`src/rtl/irq_arb_pkg.sv`:
```
package irq_arb_pkg;
  function automatic int idx_width(input int n);
    return (n > 1) ? $clog2(n) : 1;
  endfunction
endpackage

```
`src/rtl/irq_qualify.sv`:
```
module irq_qualify #(
  parameter int N_SRC = 8
) (
  input  logic [N_SRC-1:0] req_i,
  input  logic [N_SRC-1:0] en_i,
  input  logic             mask_i,
  output logic [N_SRC-1:0] act_o
);
  for (genvar i = 0; i < N_SRC; i++) begin : g_gate
    assign act_o[i] = req_i[i] & en_i[i] & ~mask_i;
  end
endmodule

```
`src/rtl/irq_prio_enc.sv`:
```
module irq_prio_enc
  import irq_arb_pkg::*;
#(
  parameter int N_SRC = 8,
  localparam int IDX_W = idx_width(N_SRC)
) (
  input  logic [N_SRC-1:0] act_i,
  output logic             any_o,
  output logic [IDX_W-1:0] idx_o
);
  logic [N_SRC:0]   seen;
  logic [N_SRC-1:0] win;

  assign seen[0] = 1'b0;
  for (genvar i = 0; i < N_SRC; i++) begin : g_chain
    // lowest number wins: a bit wins if nothing below it is active
    assign win[i]    = act_i[i] & ~seen[i];
    assign seen[i+1] = seen[i] | act_i[i];
  end
  assign any_o = seen[N_SRC];

  always_comb begin
    idx_o = '0;
    for (int i = 0; i < N_SRC; i++) begin
      if (win[i]) idx_o = idx_o | IDX_W'(i);
    end
  end
endmodule

```
`src/rtl/irq_latch.sv`:
```
module irq_latch
  import irq_arb_pkg::*;
#(
  parameter int N_SRC = 8,
  localparam int IDX_W = idx_width(N_SRC)
) (
  input  logic             clk_i,
  input  logic             rst_ni,
  input  logic             any_i,
  input  logic [IDX_W-1:0] win_idx_i,
  input  logic             insn_done_i,
  input  logic             svc_ack_i,
  input  logic             mask_set_i,
  input  logic             mask_clr_i,
  output logic             start_o,
  output logic [IDX_W-1:0] idx_o,
  output logic             busy_o,
  output logic             mask_o
);
  logic capture, release_s;

  assign release_s = svc_ack_i | mask_clr_i;
  // any_i already includes the mask; releases block a same-cycle capture
  assign capture   = insn_done_i & any_i & ~busy_o & ~release_s;

  always_ff @(posedge clk_i or negedge rst_ni) begin
    if (!rst_ni) begin
      busy_o  <= 1'b0;
      idx_o   <= '0;
      start_o <= 1'b0;
      mask_o  <= 1'b1;
    end else begin
      start_o <= capture;
      if (release_s) begin
        busy_o <= 1'b0;
        idx_o  <= '0;
      end else if (capture) begin
        busy_o <= 1'b1;
        idx_o  <= win_idx_i;
      end
      if (capture || mask_set_i) mask_o <= 1'b1;
      else if (mask_clr_i)       mask_o <= 1'b0;
    end
  end
endmodule

```
`src/rtl/irq_latch_arb.sv`:
```
module irq_latch_arb
  import irq_arb_pkg::*;
#(
  parameter int N_SRC = 8,
  localparam int IDX_W = idx_width(N_SRC)
) (
  input  logic             clk_i,
  input  logic             rst_ni,
  input  logic [N_SRC-1:0] req_i,
  input  logic [N_SRC-1:0] en_i,
  input  logic             insn_done_i,
  input  logic             svc_ack_i,
  input  logic             mask_set_i,
  input  logic             mask_clr_i,
  output logic             irq_start_o,
  output logic [IDX_W-1:0] vec_idx_o,
  output logic             busy_o,
  output logic             mask_o
);
  logic [N_SRC-1:0] act;
  logic             any_act;
  logic [IDX_W-1:0] win_idx;

  irq_qualify #(.N_SRC(N_SRC)) u_qual (
    .req_i  (req_i),
    .en_i   (en_i),
    .mask_i (mask_o),
    .act_o  (act)
  );

  irq_prio_enc #(.N_SRC(N_SRC)) u_enc (
    .act_i (act),
    .any_o (any_act),
    .idx_o (win_idx)
  );

  irq_latch #(.N_SRC(N_SRC)) u_latch (
    .clk_i       (clk_i),
    .rst_ni      (rst_ni),
    .any_i       (any_act),
    .win_idx_i   (win_idx),
    .insn_done_i (insn_done_i),
    .svc_ack_i   (svc_ack_i),
    .mask_set_i  (mask_set_i),
    .mask_clr_i  (mask_clr_i),
    .start_o     (irq_start_o),
    .idx_o       (vec_idx_o),
    .busy_o      (busy_o),
    .mask_o      (mask_o)
  );
endmodule

```
`config.mk`:
```
export PLATFORM = sky130hd
export DESIGN_NAME = irq_latch_arb
export DESIGN_NICKNAME = d
export VERILOG_FILES = /design/src/rtl/irq_arb_pkg.sv /design/src/rtl/irq_qualify.sv /design/src/rtl/irq_prio_enc.sv /design/src/rtl/irq_latch.sv /design/src/rtl/irq_latch_arb.sv
export SDC_FILE = /design/constraint.sdc
export NUM_CORES = 1
export LEC_CHECK = 0
export ABC_AREA = 1
export BUFFER_PORTS_ARGS = -buffer_cell sky130_fd_sc_hd__buf_2
export CORE_AREA = 3 3 40 42
export DETAILED_ROUTE_END_ITERATION = 8
export DIE_AREA = 0 0 43 45
export GPL_TIMING_DRIVEN = 0
export PLACE_DENSITY = 0.77
export SLEW_MARGIN = 20
export SYNTH_ARGS = -nofsm -noshare
export SYNTH_HDL_FRONTEND = slang
export SYNTH_HIERARCHICAL = 1
export SYNTH_SLANG_ARGS = --single-unit
```
`constraint.sdc`:
```
create_clock -name clk_i -period 4.3 [get_ports clk_i]
set_input_delay 0.43 -clock clk_i [delete_from_list [all_inputs] [get_ports clk_i]]
set_output_delay 0.43 -clock clk_i [all_outputs]
set_load 0.02 [all_outputs]
```
==> metrics.md, run 1 <==
| Metric | Value |
|---|---|
| Run status | finished, final reports clean |
| Post-CTS Setup Inserts | 0 |
| Post-Syn Nets | 95 |
| Initial drt markers | 3 |
| Reg2Reg Capture Point | u_latch/idx_o[0] |
| Vias per cell | 4.325 |
| Pin slew with the least headroom to its limit | approximately 0.21 ns |
| PwrDens | ~250 nW/um^2 |
| Number of max-cap violations | 0 |
| Height of the die | 45 um |
| Clk buf depth | 2 |
| Synth top cells by count | 24 x nand2_1, 13 x inv_1, 10 x nor2_1, 9 x nand3_1, 5 x dfrtp_1 |
| Reg2Reg Depth | 10 |
| Ports | 28 |
| Initial DRT Pass Iterations | 4 |
| GR Util All Layers | 11.22% |
| Critical path arrival | ~1.6 ns |
| Leak Pwr | 0.4033 nW |
| Core Area | about 1300 um^2 |
| # rows | 13 |
| Reg-to-Reg Start | u_latch/mask_o |
| Non-Filler Instances | 120 |
| Port buffer count | 27 |
| Number of synthesized register bits | 6 |
| Async set-reset flop share out of synthesis | 100.0% |
| DR WL/cell | 8.567 um |
| Antenna Cells | 0 |
| F_max | 664.5 MHz |
| Design area | 654.4 um^2 |
| Clk sinks | 6 |
| Later-pin clock latency in the skew report | about 0.24 ns |
| Predominant post-synthesis flop cell | dfrtp_1 |
| Final Net Count | about 130 |
| Number of enable flip-flop cells after synthesis | 0 |
| CP Max Fanout | 8 |
| Placed cells | ~120 |
| Final Max Tran Viols | 0 |
| Clock transition at the registers of the reported paths | around 0.040 ns |
| Synth cell types | 14 |
| Unrepaired setup endpoints after global routing | no |
| Relative slew slack | 85.62% |
| Syn Area/Cell | approximately 6.4 um^2 |
| DP HPWL | 921.2 um |
| Final hold vios | 0 |
| Synth area leaders | dfrtp_1 27%, nand2_1 19%, inv_1 11% |
| Top-count cell post-synth | nand2_1 |
| Register area share after synthesis | 32.61% |
| DRC Markers | 0 |
| Starting Density | 36.12% |
| Die width | 43 um |
| Worst Setup End Kind | flip-flop |
| Global-route wire length before repair | 1656 um |
| Worst Clk Skew | ~0.0068 ns |
| Post-synth top area share | 26.95% |
| Die ar. | 1935 um^2 |
| Root buffer cell | clkbuf_4 |
| Critical path type | flip-flop to flip-flop |
| Via count | a little over 500 |
| Peak supply drop | between 100 and 150 uV |
| Layout cells sized above 1 | 38.10% |
| Tmin final | 1.505 ns |
| Layout area overhead | 40.97% |
| Antenna violations before repair | 0 |
| Grt ovf | 0 |
| Number of global-route vias before repair | around 450 |
| CTS tree | yes |
| TNS Setup | 0 ns |
| Hold Crit Endpoint | u_latch/mask_o |
| Area leader, netlist | dfrtp_1 |
| Crit share post-route | 35.00% |
| Cts hold-fix bufs | 0 |
| Post-Route WL | 1028 um |
| R2R Setup Slk | 2.80 ns |
| Syn Std Cell Area | roughly 460 um^2 |
| # resized after CTS | 0 |
| Largest net degree at the start of global routing | 9 |
| Warnings from Yosys | 6 |
| Hold path start | mask_set_i |
| CP Launch Type | flip-flop |
| Worst Hold Class | input pin to flip-flop |
| Remaining antenna violation count | 0 |
| Routability cong. | 0.7814 |
| Mapped Cells | 73 |
| Post-layout util | around half |
| Placed cell area | 618.1 um^2 |
| Req. time, crit path | 4.43 ns |
| Hold Path Stages | 3 |
| Final Setup Violations | 0 |
| Total CTS buffers | 3 |
| H-tree levels | 1 |
-- sequential cells by signal, indices dropped and copies added (netlist names) --
register and cells:
u_latch/mask_o 1, u_latch/start_o 1, u_latch/idx_o 3, u_latch/busy_o 1
-- metal layers --
metal | up-vias | wire length, um | track usage, %
met4 | 0 | 0 | 5.422
met3 | 0 | 49 | 2.390
li1 | 282 | - | -
met5 | - | 0 | 0
met1 | 224 | 424 | 12.01
met2 | 13 | 553 | 20.96
-- worst max-delay path, cell delays in order, from the launching register on --
cell and delay (ns):
dfstp_2 0.55, buf_6 0.12, nor2_1 0.05, inv_1 0.08, nand3_1 0.13, nor2_1 0.11, nand2_1 0.10, nand2_2 0.10
nor2_4 0.05, nand3_1 0.07, nand2_1 0.05
-- stage by stage --
| step | hold WS (ns) | power, mW | worst slack (ns) |
|---|---|---|---|
| floorplan | 0.1344 | 0.08984 | 2.807 |
| finish | 0.3817 | 0.1627 | 2.795 |
| global route | 0.3879 | 0.1766 | 2.649 |
| global placement | 0.2563 | 0.1056 | 2.804 |
| CTS | 0.0003962 | 0.1647 | 2.777 |
| detailed placement | 0.2627 | 0.1071 | 2.783 |
-- layout make-up --
class / count / area, um^2
flip-flops and latches: 6 / 151.4
well taps: 15 / 18.77
fillers: 133 / 630.6
plain buffers: 1 / 11.26
multi-input cells: 53 / 252.7
clock buffers: 4 / 26.28
inverters: 13 / 48.80
repair buffers: 28 / 145.1
-- worst max-delay path by stage --
stage               slack [ns]          endpoint            from
floorplan                 2.81  u_latch/idx_o[0]  u_latch/mask_o
global placement          2.80  u_latch/idx_o[0]  u_latch/mask_o
detailed placement        2.78  u_latch/idx_o[0]  u_latch/mask_o
CTS                       2.78  u_latch/idx_o[0]  u_latch/mask_o
global route              2.65  u_latch/idx_o[1]  u_latch/mask_o
finish                    2.80  u_latch/idx_o[0]  u_latch/mask_o
-- report_power, final --
group          total [mW]  switching (mW)  internal (mW)  leakage (nW)
sequential         0.0610         0.00168         0.0593        0.0797
clock              0.0564          0.0212         0.0352        0.0150
combinational      0.0454          0.0253         0.0201         0.309
-- logic make-up (layout without fill, tap and decap cells) --
group | count (synthesis) | count (layout) | share of synthesized area (%)
flops | 6 | 6 | 32.62
simple gates | 51 | 51 | 52.29
compound gates | 2 | 2 | 2.154
buf+inv | 14 | 46 | 12.94
-- cell usage in the layout (no fill, tap or decap) --
cell,count
nand3_2,2
inv_1,13
and2_4,1
buf_6,1
buf_2,27
dfstp_2,1
clkbuf_1,1
nand2_1,24
clkbuf_4,3
o21ai_1,1
nand2_2,1
nor2_4,2
dlygate4sd3_1,1
dfrtp_1,5
nand3_1,9
a21oi_1,1
nor2_1,10
nor2_2,2
Power figures use the tool's default switching activity.
==> run 2, diff against run 1 <==
==> constraint.sdc (replaced) <==
create_clock -name clk_i -period 1.5 [get_ports clk_i]
set_input_delay 0.15 -clock clk_i [delete_from_list [all_inputs] [get_ports clk_i]]
set_output_delay 0.15 -clock clk_i [all_outputs]
set_load 0.02 [all_outputs]
==> run 2 against run 1 <==
  * Global-route usage rose by 0.75 points
  * Die area did not move
  * Core utilization rose by 11 points
  * Register-to-register slack got worse by 2.8 ns
  * Cell area rose by 21%
  * Sequential power rose to 2.9 times the previous value
  * Critical path type unchanged
  * Clock skew fell by 0.0061 ns
  * Hold slack got worse by 0.28 ns
==> metrics.md, run 2 (synthesis results as in run 1) <==
| Metric | Value |
|---|---|
| Run status | finished, final reports clean |
| Total power | 0.5254 mW |
| CP Launch Type | flip-flop |
| Antenna violations before repair | 0 |
| Clock power frac | 30.9% |
| Core Area | between 1000 and 1500 um^2 |
| F_max | 678.9 MHz |
| Relative slew slack | 76.91% |
| PwrDens | around 660 nW/um^2 |
| Pin slew with the least headroom to its limit | between 0.3 and 0.4 ns |
| Initial DRT Pass Iterations | 4 |
| Antenna Cells | 0 |
| Commonest non-fill, non-tap cell in the layout | buf_2 |
| Gate power share | 35.7% |
| Hold Path Stages | 3 |
| Layout area overhead | 70.35% |
| Ports | 28 |
| Clk buf depth | 2 |
| Placed cells | 115 |
| WP depth | 9 |
| Commonest cells after routing, fill and taps aside | 27 x buf_2, 22 x nand2_1, 9 x nor2_4, 9 x inv_1 |
| Final Setup Violations | 0 |
| Max FFs per register | 3 |
| Reg-to-Reg Start | u_latch/mask_o |
| Critical path type | flip-flop to flip-flop |
| Layout cells sized above 1 | 56.88% |
| Tmin final | 1.473 ns |
| Clk sinks | 6 |
| Worst Clk Skew | 0.0006958 ns |
| CP Max Fanout | 8 |
| Initial drt markers | 6 |
| Clock transition at the registers of the reported paths | 0.05 ns |
| Post-layout util | 61.54% |
| Unrepaired setup endpoints after global routing | yes |
| Worst path slowest cell | dfstp_2 |
| Number of max-cap violations | 0 |
| Number of global-route vias before repair | 470 |
| Critical path arrival | 1.61 ns |
| P_int | 0.3550 mW |
| Largest net degree at the start of global routing | 9 |
| Grt ovf | 0 |
| Height of the die | 45 um |
| Non-Filler Instances | 124 |
| Starting Density | 36.12% |
| Crit path buf inv count | 1 |
| DRC Markers | 0 |
| Remaining antenna violation count | 0 |
| Reg power frac | 33.4% |
| Root buffer cell | clkbuf_4 |
| H-tree levels | 1 |
| GR Util All Layers | 11.98% |
| Peak supply drop | 321.2 uV |
| Switching share of power | 32.43% |
| Die ar. | about 1900 um^2 |
| # fillers | 111 |
| Post-Route WL | between 1000 and 1500 um |
| Total CTS buffers | 3 |
| Dpl ws | -0.01717 ns |
| Final hold vios | 0 |
| Hold path start | mask_set_i |
| Routability cong. | 0.7814 |
| Req. time, crit path | 1.63 ns |
| Largest Register | u_latch/idx_o |
| Final Net Count | 132 |
| Later-pin clock latency in the skew report | 0.24 ns |
| Reg2Reg Capture Point | u_latch/idx_o[1] |
| Leak Pwr | 0.4431 nW |
| CP delay by family, top | simple AND/OR/NAND/NOR gates |
| Global-route wire length before repair | 1780 um |
| Worst Hold Class | input pin to flip-flop |
| Die width | 43 um |
| Fin worst setup slack | 0.02694 ns |
| Sequential cell area | 151.4 um^2 |
| # rows | 13 |
| DR WL/cell | about 10 um |
| Worst Setup End Kind | flip-flop |
| Crit share post-route | between 90% and 100% |
| Vias per cell | 4.444 |
| Hold Crit Endpoint | u_latch/mask_o |
| Area of the multi-input gates | between 300 and 400 um^2 |
| Switch Pwr | 0.1704 mW |
| CTS tree | yes |
| Reg2Reg Depth | 9 |
| DP HPWL | around 900 um |
| Port buffer count | 27 |
| Via count | 551 |
| R2R Setup Slk | 0.03 ns |
| CP cell instances | buf_12 > nor2_4 > nor2_2 > and2_4 > nand2_4 > nand2_4 > nor2_4 > nand3_2 > nand2_1 |
| Largest stage delay on the critical path | 0.56 ns |
| Final Max Tran Viols | 0 |
## run 2: cell count changes in the layout (fill, tap and decap cells not counted), moves of 2 or more
cell     delta
buf_4       +4
inv_1       -4
inv_2       +4
nand2_1     -2
nand2_4     +2
nand3_1     -4
nand3_2     +3
nor2_1      -8
nor2_4      +7
## run 2: cell type report
cell class / instances / share of cell area, %
Timing Repair Buffer: 32 / 22.15
Multi-Input combinational cell: 53 / 44.30
Buffer: 1 / 2.532
Clock buffer: 4 / 3.323
Sequential cell: 6 / 19.15
Inverter: 13 / 6.171
Tap cell: 15 / 2.373
## run 2: worst max-delay path by stage
stage | endpoint | from
after floorplan | u_latch/idx_o[0] | u_latch/mask_o
after global placement | u_latch/idx_o[0] | u_latch/mask_o
after detailed placement | u_latch/idx_o[0] | u_latch/mask_o
after CTS | u_latch/idx_o[0] | u_latch/mask_o
after global routing | u_latch/idx_o[0] | u_latch/mask_o
final | u_latch/idx_o[1] | u_latch/mask_o
## run 2: what timing repair did
item / CTS / global route
hold buffers: 1 / 0
pin swaps: 2 / 8
gates resized for setup: 1 / 29
setup buffers: 2 / 2
endpoints found under the setup margin: 5 / 6
endpoints found under the hold margin: 6 / 0
## run 2: power by group through the flow
stage               Clock (mW)  Combinational (mW)  Sequential [mW]
global placement             0               0.126            0.177
floorplan                    0              0.0726            0.185
global route             0.183               0.205            0.176
CTS                      0.168               0.138            0.175
detailed placement           0               0.129            0.178
finish                   0.162               0.187            0.176
## run 2: stage by stage
stage | hold WS, ns | area [um^2] | TNS [ns]
global route | 0.1067 | 790.8 | -0.1667
detailed placement | -0.01727 | 618.1 | -0.04062
finish | 0.09699 | 790.8 | 0
CTS | 0.09338 | 674.4 | 0
floorplan | -0.1456 | 464.2 | 0
global placement | -0.02367 | 618.1 | 0
## run 2: layer usage
metal / global-route usage (%) / part of all wire (%)
met4: 5.422 / 0
met2: 22.16 / 55
met5: 0 / 0
met3: 2.390 / 5.1
met1: 13.24 / 39
## run 2: worst reg2reg max path, cell delays in order, from the launching register on
cell	delay, ns
dfstp_2	0.56
buf_12	0.15
nor2_4	0.05
nor2_2	0.12
and2_4	0.18
nand2_4	0.06
nand2_4	0.07
nor2_4	0.05
nand3_2	0.06
nand2_1	0.05
